File: config.mk
export PLATFORM = sky130hd
export DESIGN_NAME = codec_pwr_seq
export DESIGN_NICKNAME = d
export VERILOG_FILES = /design/src/rtl/codec_pwr_seq.sv
export SDC_FILE = /design/constraint.sdc
export NUM_CORES = 1
export LEC_CHECK = 0
export ABC_AREA = 1
export BUFFER_PORTS_ARGS = -buffer_cell sky130_fd_sc_hd__buf_2
export CORE_ASPECT_RATIO = 1.4
export CORE_MARGIN = 3
export CORE_UTILIZATION = 52
export DETAILED_ROUTE_END_ITERATION = 12
export HOLD_SLACK_MARGIN = 0.02
export PLACE_DENSITY_LB_ADDON = 0.12
export REMOVE_ABC_BUFFERS = 1
export SLEW_MARGIN = 30
export SYNTH_ARGS = -nofsm -noshare
export SYNTH_HDL_FRONTEND = slang
export SYNTH_SLANG_ARGS = --single-unit
File: constraint.sdc
create_clock -name clk -period 1.16 [get_ports clk]
set_input_delay 0.058 -clock clk [delete_from_list [all_inputs] [get_ports clk]]
set_output_delay 0.058 -clock clk [all_outputs]
set_load 0.005 [all_outputs]
File: src/rtl/codec_pwr_seq.sv
module codec_pwr_seq #(
  parameter int RESTART_DLY = 4,
  parameter int SYNC_MIN    = 8,
  parameter int RDY_DLY     = 6
) (
  input  logic       clk,
  input  logic       rst_n,
  input  logic       sync_in,
  input  logic       sdo_in,
  input  logic [1:0] id_strap_n,
  input  logic       slot2_end,
  input  logic       reg00_wr,
  input  logic       pd_wr,
  input  logic [7:0] pd_wdata,
  output logic       reg_rst,
  output logic [7:0] pd_ctrl,
  output logic [3:0] pwr_en,
  output logic [3:0] pd_status,
  output logic [1:0] codec_id,
  output logic       bclk_en,
  output logic       bclk_oe,
  output logic       sdi_oe,
  output logic       ate_mode,
  output logic       vendor_mode
);
  localparam int WCW = $clog2(RESTART_DLY + 1);
  localparam int SCW = $clog2(SYNC_MIN + 1);
  localparam int RCW = $clog2(RDY_DLY + 1);

  typedef enum logic [1:0] {L_WAKE, L_RUN, L_DOWN} link_t;

  link_t          link_q;
  logic           started_q, regclr_q, down_pend_q;
  logic [WCW-1:0] wake_cnt_q;
  logic [SCW-1:0] sync_cnt_q;
  logic [3:0]     pd_off;
  logic           test_mode, shut_now, warm_done;

  assign test_mode = ate_mode | vendor_mode;
  assign shut_now  = (link_q == L_RUN) && slot2_end && down_pend_q;
  assign warm_done = (link_q == L_DOWN) && !test_mode && !sync_in &&
                     (sync_cnt_q == SCW'(SYNC_MIN));

  always_ff @(posedge clk or negedge rst_n) begin
    if (!rst_n) begin
      started_q   <= 1'b0;
      codec_id    <= 2'b00;
      ate_mode    <= 1'b0;
      vendor_mode <= 1'b0;
    end else if (!started_q) begin
      started_q   <= 1'b1;
      codec_id    <= ~id_strap_n;
      ate_mode    <= sdo_in;
      vendor_mode <= sync_in & ~sdo_in;
    end
  end

  always_ff @(posedge clk or negedge rst_n) begin
    if (!rst_n) begin
      link_q     <= L_WAKE;
      wake_cnt_q <= '0;
      sync_cnt_q <= '0;
    end else begin
      case (link_q)
        L_WAKE:
          if (wake_cnt_q == WCW'(RESTART_DLY - 1)) begin
            link_q     <= L_RUN;
            wake_cnt_q <= '0;
          end else begin
            wake_cnt_q <= wake_cnt_q + 1'b1;
          end
        L_RUN:
          if (shut_now) link_q <= L_DOWN;
        L_DOWN:
          if (warm_done) begin
            link_q     <= L_WAKE;
            sync_cnt_q <= '0;
          end else if (test_mode || !sync_in) begin
            sync_cnt_q <= '0;
          end else if (sync_cnt_q != SCW'(SYNC_MIN)) begin
            sync_cnt_q <= sync_cnt_q + 1'b1;
          end
        default: link_q <= L_WAKE;
      endcase
    end
  end

  always_ff @(posedge clk or negedge rst_n) begin
    if (!rst_n) begin
      pd_ctrl     <= 8'h00;
      down_pend_q <= 1'b0;
      regclr_q    <= 1'b0;
    end else begin
      regclr_q <= reg00_wr;
      if (reg00_wr) begin
        pd_ctrl     <= 8'h00;
        down_pend_q <= 1'b0;
      end else if (pd_wr) begin
        pd_ctrl     <= pd_wdata;
        down_pend_q <= pd_wdata[4];
      end else if (shut_now) begin
        down_pend_q <= 1'b0;
      end
    end
  end

  assign pd_off = {pd_ctrl[3], pd_ctrl[2] | pd_ctrl[3], pd_ctrl[1], pd_ctrl[0]};
  assign pwr_en = ~pd_off;

  for (genvar g = 0; g < 4; g++) begin : g_rdy
    logic [RCW-1:0] cnt_q;
    always_ff @(posedge clk or negedge rst_n) begin
      if (!rst_n)                         cnt_q <= '0;
      else if (pd_off[g])                 cnt_q <= '0;
      else if (cnt_q != RCW'(RDY_DLY))    cnt_q <= cnt_q + 1'b1;
    end
    assign pd_status[g] = (cnt_q == RCW'(RDY_DLY)) && !pd_off[g];
  end

  assign reg_rst = !rst_n | regclr_q;
  assign bclk_en = (link_q == L_RUN) && !ate_mode;
  assign bclk_oe = started_q && !ate_mode && (codec_id == 2'b00);
  assign sdi_oe  = started_q && !ate_mode;
endmodule

Word-level counts from Yosys, hierarchy flattened
Index checks and enable logic that the tools add are counted.
Word-level totals
  register bits after elaboration: 36
  latch bits: 0
  memory bits (writable): 0
  ROM bits: 0
  input port bits: 17
  output and inout port bits: 24
  word-level logic and storage cells: 96
  memories kept: 0
Operators by class
  add/sub/neg operators: 6
  multipliers: 0
  div/mod/pow operators: 0
  $lt $le $gt $ge: 0
  equal/unequal tests: 16
  shift operators: 0
  multiplexer cells: 21
  bitwise gates (word level): 7
  reductions and logical operators: 32
Operators by type and width (count)
  3-bit 2-to-1 mux: 9
  8-bit 2-to-1 mux: 2
  3-bit by 1-bit adder with 3-bit output (second input constant): 5
  3-bit == test (second input constant): 4
  1-bit logical AND: 12
  4-bit 2-to-1 mux: 3
  3-bit != test (second input constant): 4
  2-bit nonzero test: 5
  1-bit logical NOT: 8
  2-bit 2-to-1 mux: 3
  2-bit != test (second input constant): 3
  2-bit case mux with 3 select lines: 1
  3-bit nonzero test: 2
  4-bit by 1-bit adder with 4-bit output (second input constant): 1
  4-bit == test (second input constant): 1
  2-bit logical NOT: 2
  4-bit != test (second input constant): 1
  4-bit inverter: 1
  3-bit by 2-bit == test with 1-bit output (second input constant): 1
  1-bit 2-to-1 mux: 3
  1-bit OR: 3
  3-bit AND reduction: 1
  2-bit by 1-bit == test with 1-bit output (second input constant): 1
  2-bit == test (second input constant): 1
  other kinds (5): 5

Longest topological paths before layout
  depth after elaboration: 7
  depth in mapped cells: 8
  gate-level depth less buffers: 8

Worst setup path before layout
Ideal clock, no wire load.
  kind: flip-flop to flip-flop
  from: reg g_rdy[0].cnt_q[0]
  to: reg g_rdy[0].cnt_q[1]
  setup time: 0.083 ns
  data arrival time: 1.046 ns
  required time: 1.077 ns
  path slack: 0.032 ns
  cell stages (with the launch flop): 7
  buffers on the path: 0
  period minus slack after synthesis: 1.128 ns
  cell sequence: dfrtp_1 inv_1 ha_1 inv_1 nor3_1 nand2_1 o21ai_0
On the way
  word-level cells in the longest chain between the ends: 3
  elaborated cells on any way between the ends: 5
  classes of those cells: add/sub: 1; eq/ne: 1; mux: 2; reduce/logical: 1
Ends and longest elaborated chain
  start: declaration: RTL line 111  | logic [RCW-1:0] cnt_q;
  start signal: assignment: RTL line 115  | else if (cnt_q != RCW'(RDY_DLY)) cnt_q <= cnt_q + 1'b1;
  3-bit by 1-bit adder with 3-bit output: RTL line 115
  3-bit 2-to-1 mux: RTL line 115
  3-bit 2-to-1 mux: RTL line 114  | else if (pd_off[g]) cnt_q <= '0;
Several ways; a longest one is shown, not always the timed one. The select of a mux whose other input is x is not followed.
A chain may end at the register's enable or synchronous reset.

Worst setup path after layout
  from: reg g_rdy[0].cnt_q[0]
  to: out pd_status[0]
On the way
  word-level cells in the longest chain between the ends: 2
Ends and longest elaborated chain
  3-bit == test: RTL line 117  | assign pd_status[g] = (cnt_q == RCW'(RDY_DLY)) && !pd_off[g];
  1-bit logical AND: RTL line 117
  end: declaration: RTL line 18  | output logic [3:0] pd_status,
Every way passes these cells.

==> results.md <==
* TritonCTS clock tree: done
* ANT nets after route at 0
* H-Tree Level Count at 2
* CTS Buf Count at 5
* Io pins at 41
* Worst hold path type: in -> reg
* Synth unique cells at 24
* Final net count at roughly 300
* Failing checks: setup timing
* Wire length per cell at 14.3 um
* Largest net degree at the start of global routing at 23
* Leakage at 1.28 nW
* DP Area at approximately 2000 um^2
* Clock sinks at 36
* Largest stage delay, worst path at 0.38 ns
* Pwr dens at 1800 nW/um^2
* Die area at roughly 4000 um^2
* Post-Route M1 WL at 1.59 mm
* EDFF count, synth at 0
* Most frequent cells after synthesis: nand2_1, dfrtp_1, inv_1
* Syn_area_per_cell at just under 9 um^2
* Die height at 74.2 um
* Vias in the first global route at 1575
* Layout cells sized above 1 at 0.379
* Final core area utilization at 0.777
* Synth Register Bits at 36
* RSZ-0062 raised after global routing: true
* Final Hold Fails at 0
* Clk_lat worst skew at 0.28 ns
* Initial antenna violation count at 0
* First-pass GRT wire length at ~6.6 mm
* Asr flop ratio synth at 1.00
* # diodes at 0
* Clock slew at reported path FFs at 0.07 ns
* Top cell type by total area after synthesis: dfrtp_1
* Initial Util at 0.547
* Tot GR Track Use at 0.226
* Final setup vio count at 6
* Crit path arrival time at 1.21 ns
* Top_reg_cell synth: dfrtp_1
* Top cell type's share of synthesized area at 0.522
* PortBufs at 40
* CP Capture Type: output port
* Post-route cell area at 2450 um^2
* Status: finished, violations left
* DR pass1 iterations at 4
* # placed instances at about 280
* Final GP Congestion at 0.684
* Cell Count, Final, Fillers Out at 311
* Synth warnings at 0
* Seq/Total Area, Yosys at 0.522
* Slew Limit Fails at 0
* Worst IR Drop VDD at around 1.5 mV
* Crit-path cells: inv_1 -> ha_1 -> inv_2 -> nor3_4 -> buf_2
* Critical Path Fanout Max at 3
* # DRC at 0
* Final period utilization at 1.09
* Via count at 1588
* Die Span X at 54.7 um
* Maxcap violations at 0
* Setup tns final at -0.450 ns
* Synthesized instance count at 193
* Worst path slowest cell: dfrtp_1
* CTS root buffer: clkbuf_8
* Top cells by area, synth: dfrtp_1, nand2_1, ha_1
* Startpoint types: register
* Top-count cell post-synth: nand2_1
* Fmax at slightly below 0.8 GHz
* # fillers at 208
* DP HPWL at 2.58 mm
* Area grow syn2layout at 42.0%
* Required time of the critical path at 1.10 ns
* Mapped Area at between 1500 and 2000 um^2
* Clock buffer depth at 2
* Highest routed layer: met4
* Final WL at 4.45 mm
* Core box area at approximately 3200 um^2
* Final min period at between 1 and 1.5 ns
* Std cell rows at 24
* PnR worst setup slack at -0.108 ns
* Clock skew at approximately 0.0033 ns
* Total gr overflow at 0
* Met3 wire length at between 150 and 200 um
* DR vias/cell at 5.11
* Setup CP Type: reg -> out
* Met2 routed WL at 2.50 mm
* Number of DRC markers in iteration 0 at 45
[worst max-delay path: cells and delay by family (launching register included)]
family / cells / cell delay, ns
fa+ha+maj: 1 / 0.15
buf+inv: 3 / 0.27
flops: 1 / 0.38
simple gates: 1 / 0.14
[cells in the final DEF (no fill, tap or decap)]
master / count
inv_1: 23
xnor2_2: 1
nand2_1: 41
clkinv_2: 2
clkbuf_8: 6
nand3b_1: 1
ha_4: 3
o31ai_4: 1
buf_4: 21
dfrtp_1: 35
o21ai_2: 1
nor2_1: 3
conb_1: 1
nand3_1: 19
nand2_4: 1
buf_6: 2
nor2_2: 1
inv_2: 9
a31oi_1: 3
nand2_2: 5
nand4_1: 1
o21a_1: 1
o21ai_0: 14
nor4_1: 1
a21oi_1: 4
ha_1: 6
buf_2: 39
nor2_4: 4
dfrtp_2: 1
dlygate4sd3_1: 10
nor3_4: 2
nand3_4: 1
o21ai_1: 6
nor3_2: 1
ha_2: 2
[final timing paths]
kind | startpoint | end | slack [ns] | cells past startpoint
worst max-delay path | g_rdy[0].cnt_q[0] | pd_status[0] | -0.11 | 5
worst min-delay path | pd_wdata[4] | down_pend_q | 0.03 | 3
worst max register to register | g_rdy[2].cnt_q[1] | g_rdy[2].cnt_q[1] | -0.03 | 7
worst min register to register | wake_cnt_q[1] | wake_cnt_q[1] | 0.49 | 2
max in group asynchronous | rst_n | regclr_q | 0.62 | 3
min in group asynchronous | rst_n | g_rdy[2].cnt_q[0] | 0.28 | 3
[kinds of logic (layout without fill, tap and decap cells)]
group	Yosys count	count (layout)	synth area share
AND/OR/NAND/NOR	81	81	0.223
adder cells (fa/ha/maj)	11	11	0.0798
XOR/XNOR	1	1	0.00508
AO/OA/AOI/OAI	30	30	0.0921
buffers and inverters	33	112	0.0761
other	1	1	0.00217
flip-flops	36	36	0.522
[sequential cells by signal (all words and copies together), names as in the netlist]
signal       flops
g_rdy.cnt_q     12
pd_ctrl          8
sync_cnt_q       4
wake_cnt_q       3
codec_id         2
link_q           2
ate_mode         1
down_pend_q      1
regclr_q         1
started_q        1
vendor_mode      1
[repair_timing]
action / in CTS / in global routing
resized for setup: 20 / 21
buffers inserted: 15 / 5
endpoints found under the setup margin: 5 / 16
hold endpoints to repair: 45 / 0
hold buffers: 10 / 0
pin swaps: 6 / 15
[through the flow]
stage	hold slack, ns	power (W)	setup WS [ns]
detailed placement	0.0475	0.00270	0.0259
global placement	0.0447	0.00261	0.0960
CTS	0.0240	0.00406	-0.141
finish	0.0336	0.00440	-0.108
floorplan	-0.238	0.00235	0.0318
global route	0.0435	0.00474	-0.196
[area by class of cell]
class	instances	area, um^2	area share
sequential	36	902	0.368
multi-input combinational	124	811	0.331
timing repair buffer	72	475	0.194
inverter	32	120	0.0490
clock buffer	6	82.6	0.0337
tap	39	48.8	0.0199
clock inverter	2	10.0	0.00409
[where the power goes]
group	leakage (nW)	internal, W	switching (W)	total (W)
sequential	0.452	0.00154	0.000260	0.00180
combinational	0.779	0.000863	0.000830	0.00169
clock	0.0510	0.000474	0.000431	0.000905
total	1.28	0.00288	0.00152	0.00440
[routing by layer]
layer	vias to the layer above	GRT usage
met5	-	0
met4	0	0.111
met3	11	0.0461
met2	46	0.404
met1	757	0.243
li1	774	-
(Power assumes the default switching activity.)
